`src/rtl/enc_ctl_pkg.sv`:
```
package enc_ctl_pkg;

    localparam int BUS_W = 8;
    localparam int OP_W  = 4;

    typedef enum logic [1:0] {
        ST_IDLE  = 2'd0,
        ST_ARMED = 2'd1,
        ST_READ  = 2'd2
    } port_state_t;

    localparam logic [OP_W-1:0] OP_THR      = 4'd0;
    localparam logic [OP_W-1:0] OP_QINTER   = 4'd1;
    localparam logic [OP_W-1:0] OP_QINTRA   = 4'd2;
    localparam logic [OP_W-1:0] OP_SETUP    = 4'd3;
    localparam logic [OP_W-1:0] OP_CTRL     = 4'd4;
    localparam logic [OP_W-1:0] OP_RD_GOB   = 4'd8;
    localparam logic [OP_W-1:0] OP_RD_MB    = 4'd9;
    localparam logic [OP_W-1:0] OP_RD_DEC   = 4'd10;
    localparam logic [OP_W-1:0] OP_RD_SETUP = 4'd11;

    // setup bits kept: 0 qcif, 3 split quantisers, 5 no motion comp, 6 big dram
    localparam logic [BUS_W-1:0] SETUP_MASK = 8'h69;
    localparam int SETUP_SPLIT_BIT = 3;
    localparam int MB_FLAG_BIT     = 6;

    function automatic logic op_is_read(input logic [OP_W-1:0] op);
        return (op == OP_RD_GOB) || (op == OP_RD_MB) ||
               (op == OP_RD_DEC) || (op == OP_RD_SETUP);
    endfunction

    function automatic logic op_is_write(input logic [OP_W-1:0] op);
        return op <= OP_CTRL;
    endfunction

endpackage

```
`src/rtl/enc_ctl_fsm.sv`:
```
module enc_ctl_fsm
    import enc_ctl_pkg::*;
(
    input  logic                clk,
    input  logic                rst_n,
    input  logic                host_sel,
    input  logic                host_dphase,
    input  logic                host_stb,
    input  logic [BUS_W-1:0]    bus_in,
    output logic [OP_W-1:0]     op_q,
    output logic                wr_pulse,
    output logic                drive_en
);

    port_state_t state_q, state_d;
    logic        ins_stb, ins_ok, data_ph;

    assign ins_stb = host_sel && !host_dphase && host_stb;
    assign ins_ok  = ins_stb && (bus_in[BUS_W-1:OP_W] == '0);
    assign data_ph = host_sel && host_dphase;

    // state register and opcode latch
    always_ff @(posedge clk or negedge rst_n) begin
        if (!rst_n) begin
            state_q <= ST_IDLE;
            op_q    <= '0;
        end else begin
            state_q <= state_d;
            if (ins_ok) op_q <= bus_in[OP_W-1:0];
        end
    end

    // next state
    always_comb begin
        state_d = state_q;
        if (ins_stb) begin
            state_d = ins_ok ? ST_ARMED : ST_IDLE;
        end else begin
            unique case (state_q)
                ST_IDLE:  state_d = ST_IDLE;
                ST_ARMED: begin
                    if (data_ph) begin
                        if (op_is_read(op_q))  state_d = ST_READ;
                        else if (host_stb)     state_d = ST_IDLE;
                    end
                end
                ST_READ:  if (!data_ph) state_d = ST_IDLE;
                default:  state_d = ST_IDLE;
            endcase
        end
    end

    // outputs
    always_comb begin
        wr_pulse = (state_q == ST_ARMED) && data_ph && host_stb && op_is_write(op_q);
        drive_en = (state_q == ST_READ) && data_ph;
    end

endmodule

```
`src/rtl/enc_ctl_regs.sv`:
```
module enc_ctl_regs
    import enc_ctl_pkg::*;
#(
    parameter int QW      = 6,
    parameter int THR_W   = 8,
    parameter int CMP_W   = 14,
    parameter int THR_RST = 3
) (
    input  logic                clk,
    input  logic                rst_n,
    input  logic                wr_pulse,
    input  logic [OP_W-1:0]     op,
    input  logic [BUS_W-1:0]    din,
    input  logic                mb_boundary,
    output logic [CMP_W-1:0]    var_thresh_o,
    output logic [QW-1:0]       q_inter_o,
    output logic [QW-1:0]       q_intra_o,
    output logic [BUS_W-1:0]    setup_o,
    output logic [BUS_W-1:0]    ctrl_o
);

    localparam int PAD_W = CMP_W - THR_W;
    localparam logic [QW-1:0] Q_MAX = {{(QW-1){1'b1}}, 1'b0};

    logic [THR_W-1:0] thr_q;
    logic [BUS_W-1:0] setup_q;
    logic [QW-1:0]    qi_sh, qa_sh, qi_live, qa_live;
    logic [BUS_W-1:0] ctrl_sh, ctrl_live;
    logic [QW-1:0]    q_wr_val;

    assign q_wr_val = {din[QW-2:0], 1'b0};

    // immediate registers
    always_ff @(posedge clk or negedge rst_n) begin
        if (!rst_n) begin
            thr_q   <= THR_W'(THR_RST);
            setup_q <= '0;
        end else if (wr_pulse) begin
            if (op == OP_THR)   thr_q   <= din[THR_W-1:0];
            if (op == OP_SETUP) setup_q <= din & SETUP_MASK;
        end
    end

    // shadowed registers: live copies move on the macroblock boundary
    always_ff @(posedge clk or negedge rst_n) begin
        if (!rst_n) begin
            qi_sh     <= Q_MAX;
            qa_sh     <= Q_MAX;
            ctrl_sh   <= '0;
            qi_live   <= Q_MAX;
            qa_live   <= Q_MAX;
            ctrl_live <= '0;
        end else begin
            if (mb_boundary) begin
                qi_live   <= qi_sh;
                qa_live   <= qa_sh;
                ctrl_live <= ctrl_sh;
            end
            if (wr_pulse) begin
                if (op == OP_QINTER) qi_sh   <= q_wr_val;
                if (op == OP_QINTRA) qa_sh   <= q_wr_val;
                if (op == OP_CTRL)   ctrl_sh <= din;
            end
        end
    end

    assign var_thresh_o = {thr_q, {PAD_W{1'b0}}};
    assign q_inter_o    = qi_live;
    assign q_intra_o    = setup_q[SETUP_SPLIT_BIT] ? qa_live : qi_live;
    assign setup_o      = setup_q;
    assign ctrl_o       = ctrl_live;

endmodule

```
`src/rtl/enc_ctl_rdmux.sv`:
```
module enc_ctl_rdmux
    import enc_ctl_pkg::*;
#(
    parameter int GOB_W = 4,
    parameter int MB_W  = 6
) (
    input  logic [OP_W-1:0]   op,
    input  logic              drive_en,
    input  logic [GOB_W-1:0]  gob_num,
    input  logic [MB_W-1:0]   mb_num,
    input  logic              mb_changing,
    input  logic [5:0]        mb_flags,
    input  logic [BUS_W-1:0]  setup_w,
    output logic [BUS_W-1:0]  bus_out
);

    always_comb begin
        bus_out = '0;
        if (drive_en) begin
            unique case (op)
                OP_RD_GOB:   bus_out[GOB_W-1:0] = gob_num;
                OP_RD_MB: begin
                    bus_out[MB_W-1:0]  = mb_num;
                    bus_out[MB_FLAG_BIT] = ~mb_changing;
                end
                OP_RD_DEC:   bus_out = {1'b0, mb_flags[5:2], 1'b0, mb_flags[1:0]};
                OP_RD_SETUP: bus_out = setup_w;
                default:     bus_out = '0;
            endcase
        end
    end

endmodule

```
`src/rtl/enc_ctl_port.sv`:
```
module enc_ctl_port
    import enc_ctl_pkg::*;
#(
    parameter int QW      = 6,
    parameter int THR_W   = 8,
    parameter int CMP_W   = 14,
    parameter int THR_RST = 3,
    parameter int GOB_W   = 4,
    parameter int MB_W    = 6
) (
    input  logic               clk,
    input  logic               rst_n,
    input  logic               host_sel,
    input  logic               host_dphase,
    input  logic               host_stb,
    input  logic [7:0]         bus_in,
    output logic [7:0]         bus_out,
    output logic               bus_oe,
    input  logic               mb_boundary,
    input  logic [GOB_W-1:0]   gob_num,
    input  logic [MB_W-1:0]    mb_num,
    input  logic               mb_changing,
    input  logic [5:0]         mb_flags,
    output logic [CMP_W-1:0]   var_thresh_o,
    output logic [QW-1:0]      q_inter_o,
    output logic [QW-1:0]      q_intra_o,
    output logic [7:0]         setup_o,
    output logic [7:0]         ctrl_o
);

    logic [OP_W-1:0] op_q;
    logic            wr_pulse, drive_en;

    enc_ctl_fsm u_fsm (
        .clk         (clk),
        .rst_n       (rst_n),
        .host_sel    (host_sel),
        .host_dphase (host_dphase),
        .host_stb    (host_stb),
        .bus_in      (bus_in),
        .op_q        (op_q),
        .wr_pulse    (wr_pulse),
        .drive_en    (drive_en)
    );

    enc_ctl_regs #(
        .QW(QW), .THR_W(THR_W), .CMP_W(CMP_W), .THR_RST(THR_RST)
    ) u_regs (
        .clk          (clk),
        .rst_n        (rst_n),
        .wr_pulse     (wr_pulse),
        .op           (op_q),
        .din          (bus_in),
        .mb_boundary  (mb_boundary),
        .var_thresh_o (var_thresh_o),
        .q_inter_o    (q_inter_o),
        .q_intra_o    (q_intra_o),
        .setup_o      (setup_o),
        .ctrl_o       (ctrl_o)
    );

    enc_ctl_rdmux #(.GOB_W(GOB_W), .MB_W(MB_W)) u_rdmux (
        .op          (op_q),
        .drive_en    (drive_en),
        .gob_num     (gob_num),
        .mb_num      (mb_num),
        .mb_changing (mb_changing),
        .mb_flags    (mb_flags),
        .setup_w     (setup_o),
        .bus_out     (bus_out)
    );

    assign bus_oe = drive_en;

endmodule

```
`config.mk`:
```
export PLATFORM = sky130hd
export DESIGN_NAME = enc_ctl_port
export DESIGN_NICKNAME = d
export VERILOG_FILES = /design/src/rtl/enc_ctl_pkg.sv /design/src/rtl/enc_ctl_fsm.sv /design/src/rtl/enc_ctl_regs.sv /design/src/rtl/enc_ctl_rdmux.sv /design/src/rtl/enc_ctl_port.sv
export SDC_FILE = /design/constraint.sdc
export NUM_CORES = 1
export LEC_CHECK = 0
export ABC_AREA = 1
export BUFFER_PORTS_ARGS = -buffer_cell sky130_fd_sc_hd__buf_2
export CAP_MARGIN = 20
export CORE_ASPECT_RATIO = 2
export CORE_MARGIN = 3
export CORE_UTILIZATION = 25
export DETAILED_ROUTE_END_ITERATION = 8
export GPL_TIMING_DRIVEN = 0
export PLACE_DENSITY = 0.46
export SYNTH_ARGS = -nofsm -noshare
export SYNTH_HDL_FRONTEND = slang
export SYNTH_HIERARCHICAL = 1
export SYNTH_SLANG_ARGS = --single-unit
```
`constraint.sdc`:
```
create_clock -name clk -period 1.4 [get_ports clk]
set_input_delay 0.07 -clock clk [delete_from_list [all_inputs] [get_ports clk]]
set_output_delay 0.07 -clock clk [all_outputs]
set_load 0.01 [all_outputs]
```
==> impl_metrics.json, run 1 <==
{
  "grt_pass1_vias": 2480,
  "p_sw_frac": 0.291,
  "drive_gt1_frac": 0.447,
  "slew_headroom": 0.583,
  "setup.worst_path.start_class": "flop",
  "pwr-share-seq": 0.467,
  "die_h_um": 156,
  "holdPathStages": 3,
  "dr.first_iter.drc_count": 107,
  "syn_inst": 324,
  "port_buffers": 68,
  "pwr-share-comb": 0.182,
  "vdd_drop_max_mv": 0.620,
  "synth_cell_types": 24,
  "endpoint_kind": "output port",
  "drv_slew": 0,
  "status": "finished, violations left",
  "crit_start": "u_fsm/op_q[2]$_DFFE_PN0P_",
  "cp_common_cell": "nand3_1",
  "cts_tree": "built",
  "hold_viol": 0,
  "slowest_delay_ns": 0.45,
  "finalNetCount": 457,
  "power.switching_uw": 1040,
  "intPower_uw": 2550,
  "maxCapViolCount": 0,
  "cp_max_fo": 10,
  "r2r_start": "u_fsm/op_q[1]$_DFFE_PN0P_",
  "cts_buffer_depth": 2,
  "grt_use_total": 0.124,
  "dieWidth_um": 80.9,
  "p_clk_frac": 0.351,
  "dr.pass1.iters": 4,
  "vias": 2500,
  "io_pins": 82,
  "die-area_um2": 12600,
  "coreArea_um2": 10900,
  "multi_input_area_um2": 1280,
  "fin_crit_sh": 1.07,
  "path_class": "reg2out",
  "cp.arrival_ns": 1.43,
  "yosysSeqAreaShare": 0.492,
  "finalClockSkew_ns": 0.00854,
  "worst_path_max_delay_cell": "dfrtp_2",
  "violations": "setup timing",
  "row_count": 54,
  "antenna_found_initial": 0,
  "p_leak_uw": 0.00194,
  "cp_cell_sequence": "nor2_4 -> buf_6 -> nand3_1 -> nand3_1 -> nand2_1 -> inv_1 -> buf_2",
  "ctsHtreeMaxLevel": 2,
  "syn_to_final_growth_pct": 34.2,
  "cts_root_buf": "clkbuf_16",
  "stdcell_count": 567,
  "required_ns": 1.33,
  "hold_path_end": "u_regs/qi_sh[3]$_DFFE_PN1P_",
  "post_drt_via_cell_ratio": 4.41,
  "drc": 0,
  "cts.clk_slew.worst_paths_ns": 0.07,
  "r2r_slack_ns": -0.09,
  "post-route-util": 0.344,
  "antenna_left": 0,
  "rsz0062_at_grt": "yes",
  "finalCriticalPeriod_ns": 1.50,
  "place.gp.congestion": 0.701,
  "drt_wl_total_mm": 7.67,
  "powerDensity_nw_per_um2": 954,
  "dp_cells": 544,
  "seq_area_um2": 1380,
  "ys.warnings.count": 6,
  "clkLatencyLatePin_ns": 0.30,
  "syn_area_um2": 2800,
  "tightest_slew_ns": 0.625,
  "grt-ovfl-total": 0,
  "syn_area_per_cell_um2": 8.65,
  "clock_sinks": 54,
  "ys_ff_latch": 54,
  "reg2reg_depth": 9,
  "n_fill_cell": 1199,
  "r2r-end": "u_regs/qa_sh[2]$_DFFE_PN1P_",
  "hp-class": "in2reg",
  "final-setup-viol-count": 28,
  "start_util": 0.256,
  "grt_pass1_wl_mm": 12.0,
  "worst_slack_ns": -0.0965,
  "max_freq_mhz": 668,
  "worstHoldStart": "bus_in[2]",
  "cts_buffers": 5,
  "routedWlPerCell_um": 13.5,
  "grt_max_degree": 29,
  "hpwl_mm": 5.86,
  "antenna_cells": 0
}
[worst max-delay path by stage]
stage | endpoint | slack, ns
finish | bus_out[2] | -0.1
CTS | bus_out[1] | -0.11
detailed placement | u_regs/qa_sh[3]$_DFFE_PN1P_ | -0.21
global route | bus_out[1] | -0.20
floorplan | u_regs/qa_sh[1]$_DFFE_PN1P_ | 0.03
global placement | u_regs/qa_sh[2]$_DFFE_PN1P_ | -0.21
[critical path, delay by kind of cell (launching register included)]
kind / cells / cell delay, ns
flip-flops: 1 / 0.45
AND/OR/NAND/NOR: 4 / 0.38
buffers and inverters: 3 / 0.29
[synth_stat cells]
| cell type | instances | area, um^2 |
|---|---|---|
| clkbuf_1 | 2 | 7.51 |
| nand3_2 | 5 | 50.1 |
| nand3b_1 | 1 | 7.51 |
| nand2_2 | 1 | 6.26 |
| nand3_1 | 27 | 135 |
| buf_6 | 1 | 11.3 |
| mux2_2 | 13 | 146 |
| o21ai_0 | 12 | 60.1 |
| nand2_1 | 99 | 372 |
| dfstp_2 | 22 | 578 |
| a21oi_2 | 1 | 8.76 |
| nand4_1 | 30 | 188 |
| dfrtp_1 | 32 | 801 |
| o22ai_1 | 1 | 6.26 |
| conb_1 | 1 | 3.75 |
| inv_2 | 4 | 15.0 |
| nor2_1 | 16 | 60.1 |
| nand3_4 | 1 | 17.5 |
| nor2_4 | 5 | 56.3 |
| inv_1 | 22 | 82.6 |
| nor2_2 | 4 | 25.0 |
| buf_4 | 18 | 135 |
| o21ai_1 | 3 | 15.0 |
| buf_2 | 3 | 15.0 |
[registers in the layout, indices dropped and copies added, names as in the netlist]
signal            cells
u_regs/ctrl_o         8
u_regs/ctrl_sh        8
u_regs/thr_q          8
u_regs/q_inter_o      5
u_regs/qa_live        5
u_regs/qa_sh          5
u_regs/qi_sh          5
u_fsm/op_q            4
u_regs/setup_o        4
u_fsm/state_q         2
[kinds of logic after synthesis]
group	Yosys count	share of synthesized area
AOI/OAI and AO/OA	17	0.0321
buffers and inverters	50	0.0951
DFF	54	0.492
muxes	13	0.0522
other	1	0.00134
and+or+nand+nor	189	0.327
[per-stage QoR]
step,setup TNS [ns],total power [uW],hold WS (ns),instance area (um^2),worst slack (ns)
3_5_place_dp,-3.39,2260,0.120,3380,-0.214
6_report,-1.38,3590,0.0611,3760,-0.0965
5_1_grt,-4.28,3790,0.0666,3760,-0.201
2_1_floorplan,0,2040,-0.226,2850,0.0287
4_1_cts,-1.76,3650,0.0528,3720,-0.114
3_3_place_gp,-3.77,2240,0.375,3360,-0.214
[power groups by stage]
stage / Combinational (uW) / Clock (uW) / Sequential [uW]
floorplan: 323 / 0 / 1720
global placement: 520 / 0 / 1720
detailed placement: 536 / 0 / 1720
CTS: 651 / 1320 / 1680
global route: 720 / 1380 / 1690
finish: 652 / 1260 / 1680
[layout make-up]
type                            count  area share
Sequential cell                    54       0.368
Multi-Input combinational cell    231       0.340
Timing Repair Buffer               84       0.131
Buffer                             24      0.0496
Tap cell                          140      0.0466
Clock buffer                        5      0.0333
Inverter                           26      0.0266
Clock inverter                      3     0.00565
[layer usage]
| layer | GRT usage | vias to the layer above | share of wire |
|---|---|---|---|
| met5 | 0 | - | 0 |
| met1 | 0.131 | 1162 | 0.37 |
| met4 | 0.0540 | 0 | 0.022 |
| met3 | 0.0202 | 8 | 0.055 |
| li1 | - | 1251 | - |
| met2 | 0.234 | 79 | 0.56 |
[cells in the final DEF (no fill, tap or decap), types with 2 or more instances in the layout]
cell / instances
dfrtp_2: 4
o21ai_0: 8
nand4_1: 30
o21ai_1: 7
buf_12: 2
nand3_4: 4
clkbuf_16: 5
inv_1: 19
nand3_1: 26
inv_4: 3
inv_2: 6
mux2_2: 13
buf_6: 5
nand2_2: 11
nand2_1: 89
nor2_2: 3
dfstp_2: 22
dfrtp_1: 28
buf_2: 70
buf_4: 28
nor2_1: 13
nand3_2: 3
nor2_4: 9
conb_1: 12
[timing repair]
| item | 4_1_cts | 5_1_grt |
|---|---|---|
| hold buffers | 1 | 0 |
| cloned | 1 | 0 |
| setup endpoints to repair | 42 | 40 |
| pin swaps | 14 | 11 |
| gates resized for setup | 22 | 18 |
| buffers inserted | 12 | 1 |
| endpoints found under the hold margin | 18 | 0 |
No activity file was read; power rests on OpenSTA's default activity.
==> run 2: changes to the inputs <==
--- a/config.mk
+++ b/config.mk
@@ -9,8 +9,8 @@
 export BUFFER_PORTS_ARGS = -buffer_cell sky130_fd_sc_hd__buf_2
 export CAP_MARGIN = 20
 export CORE_ASPECT_RATIO = 2
-export CORE_MARGIN = 3
 export CORE_UTILIZATION = 25
+export CTS_BUF_LIST = sky130_fd_sc_hd__clkbuf_4
 export DETAILED_ROUTE_END_ITERATION = 8
 export GPL_TIMING_DRIVEN = 0
 export PLACE_DENSITY = 0.46
==> run 2 against run 1 <==
Effect of this change: the flow still finishes with violations (setup timing); largest cell class unchanged; critical endpoint is now u_regs/qa_sh[5]$_DFFE_PN1P_; maximum frequency down 9.2%; hold slack lost 0.0088 ns; sequential share of layout area is 1.5 points lower; sequential cell count unchanged; final cell count up 2.6%; clock skew up 0.023 ns; critical path type is now reg2reg; non-clock buffer count is 14 higher; register-to-register slack lost 0.16 ns; global-route usage up 0.94 points; core utilization rose by 1.7 points; power fell by 7.8%; highest routed layer unchanged.
==> impl_metrics.json, run 2 (same netlist as run 1, synthesis figures left out) <==
{
  "vdd_drop_max_mv": 0.491,
  "drv_slew": 0,
  "ctsHtreeMaxLevel": 2,
  "cts_tree": "built",
  "io_pins": 82,
  "cp_common_cell": "buf_4",
  "hold_slack_ns": 0.0523,
  "antenna_left": 0,
  "hp-class": "in2reg",
  "worst_path_max_delay_cell": "dfrtp_2",
  "violations": "setup timing",
  "start_util": 0.258,
  "fin_crit_sh": 1.18,
  "antenna_found_initial": 1,
  "worst_slack_ns": -0.247,
  "port_buffers": 68,
  "drc": 0,
  "slowest_delay_ns": 0.50,
  "endpoint_kind": "flop",
  "cts_root_buf": "clkbuf_4",
  "fin_setup_tns_ns": -6.83,
  "pre_cts_ws_ns": -0.228,
  "path_class": "reg2reg",
  "grt_pass1_vias": 2471,
  "vias": 2541,
  "path_buf_inv": 3,
  "clkLatencyLatePin_ns": 0.40,
  "hold_viol": 0,
  "coreArea_um2": 10900,
  "routedWlPerCell_um": 13.1,
  "finalCriticalPeriod_ns": 1.65,
  "cts_buffers": 5,
  "rsz0062_at_grt": "yes",
  "mostFrequentLayoutCells": "nand2_1 (81), buf_2 (71), nand4_1 (30)",
  "grt_pass1_wl_mm": 12.1,
  "cts_buffer_depth": 2,
  "maxCapViolCount": 0,
  "grt_max_degree": 41,
  "drt_wl_total_mm": 7.62,
  "grt-ovfl-total": 0,
  "hpwl_mm": 5.56,
  "dieWidth_um": 76.9,
  "dr.pass1.iters": 5,
  "cp.arrival_ns": 2.01,
  "setup.worst_path.start_class": "flop",
  "post_drt_via_cell_ratio": 4.37,
  "max_freq_mhz": 607,
  "dr.first_iter.drc_count": 85,
  "syn_to_final_growth_pct": 40.1,
  "die-area_um2": 11700,
  "path_delay_family": "simple AND/OR/NAND/NOR gates",
  "required_ns": 1.76,
  "cp_cell_sequence": "buf_4 -> nor2_2 -> o21ai_1 -> nor2_1 -> buf_4 -> inv_2 -> nor2_4 -> nand4_1 -> nand2_1",
  "row_count": 54,
  "finalNetCount": 471,
  "clock_sinks": 54,
  "cts.clk_slew.worst_paths_ns": 0.19,
  "final_common_cell": "nand2_1",
  "status": "finished, violations left",
  "powerDensity_nw_per_um2": 842,
  "p_leak_uw": 0.00202,
  "post-route-util": 0.361,
  "die_h_um": 152,
  "drive_gt1_frac": 0.485,
  "cp_max_fo": 6,
  "final-setup-viol-count": 37,
  "grt_use_total": 0.134,
  "place.gp.congestion": 0.744,
  "finalClockSkew_ns": 0.0313
}
-- run 2: cell count changes in the layout (fill, tap and decap cells not counted), moves of 3 or more --
cell	delta
buf_6	+4
dlygate4sd3_1	+9
o21ai_1	-3
clkbuf_4	+4
nand3_1	-4
clkbuf_16	-5
o21ai_2	+5
nand2_2	+7
nand2_1	-8
-- run 2: per-stage QoR --
| stage | area [um^2] | power [uW] | instances |
|---|---|---|---|
| after CTS | 3850 | 3330 | 579 |
| after global placement | 3360 | 2240 | 543 |
| after detailed placement | 3380 | 2260 | 544 |
| after global routing | 3930 | 3480 | 582 |
| final | 3930 | 3310 | 582 |
| after floorplan | 2850 | 2040 | 335 |
-- run 2: layout make-up --
| cell class | count | area (um^2) |
|---|---|---|
| flip-flops and latches | 54 | 1380 |
| plain buffers | 23 | 183 |
| well taps | 140 | 175 |
| multi-input cells | 231 | 1360 |
| repair buffers | 99 | 643 |
| diodes | 1 | 2.50 |
| fillers | 1141 | 6950 |
| inverters | 26 | 100 |
| clock buffers | 5 | 37.5 |
| clock inverters | 3 | 47.5 |
-- run 2: tightest hold or removal path: cells and delay by family --
| kind | cells | cell delay [ns] |
|---|---|---|
| compound gates | 1 | 0.07 |
| buf+inv | 1 | 0.12 |
| simple gates | 2 | 0.14 |
-- run 2: path summary, 6_finish.rpt --
path / startpoint / end / slack, ns / depth (start not counted)
min in group asynchronous: rst_n / u_regs/ctrl_o[7]$_DFFE_PN0P_ / 0.08 / 2
worst min-delay path: host_sel / u_fsm/state_q[0]$_DFFE_PN0P_ / 0.05 / 4
worst min register to register: u_regs/qa_sh[4]$_DFFE_PN1P_ / u_regs/qa_sh[4]$_DFFE_PN1P_ / 0.47 / 2
worst max register to register: u_fsm/op_q[1]$_DFFE_PN0P_ / u_regs/qa_sh[5]$_DFFE_PN1P_ / -0.25 / 9
worst max-delay path: u_fsm/op_q[1]$_DFFE_PN0P_ / u_regs/qa_sh[5]$_DFFE_PN1P_ / -0.25 / 9
max in group asynchronous: rst_n / u_regs/qi_sh[3]$_DFFE_PN1P_ / 0.69 / 3
-- run 2: layer usage --
metal / track usage / share of wire
met1: 0.139 / 0.38
met2: 0.261 / 0.55
met3: 0.0198 / 0.045
met4: 0.0567 / 0.022
met5: 0 / 0
-- run 2: power by group --
group          switching (uW)  leakage, uW  internal, uW
registers                54.2     0.000664          1630
clock network             530    0.0000458           386
logic                     430      0.00131           281
total                    1010      0.00202          2290
-- run 2: what timing repair did --
item / 4_1_cts / 5_1_grt
gates cloned: 2 / 1
setup buffers: 15 / 2
endpoints found under the hold margin: 76 / 0
pin swaps: 16 / 17
hold buffers: 10 / 0
setup endpoints to repair: 42 / 43
resized for setup: 42 / 27
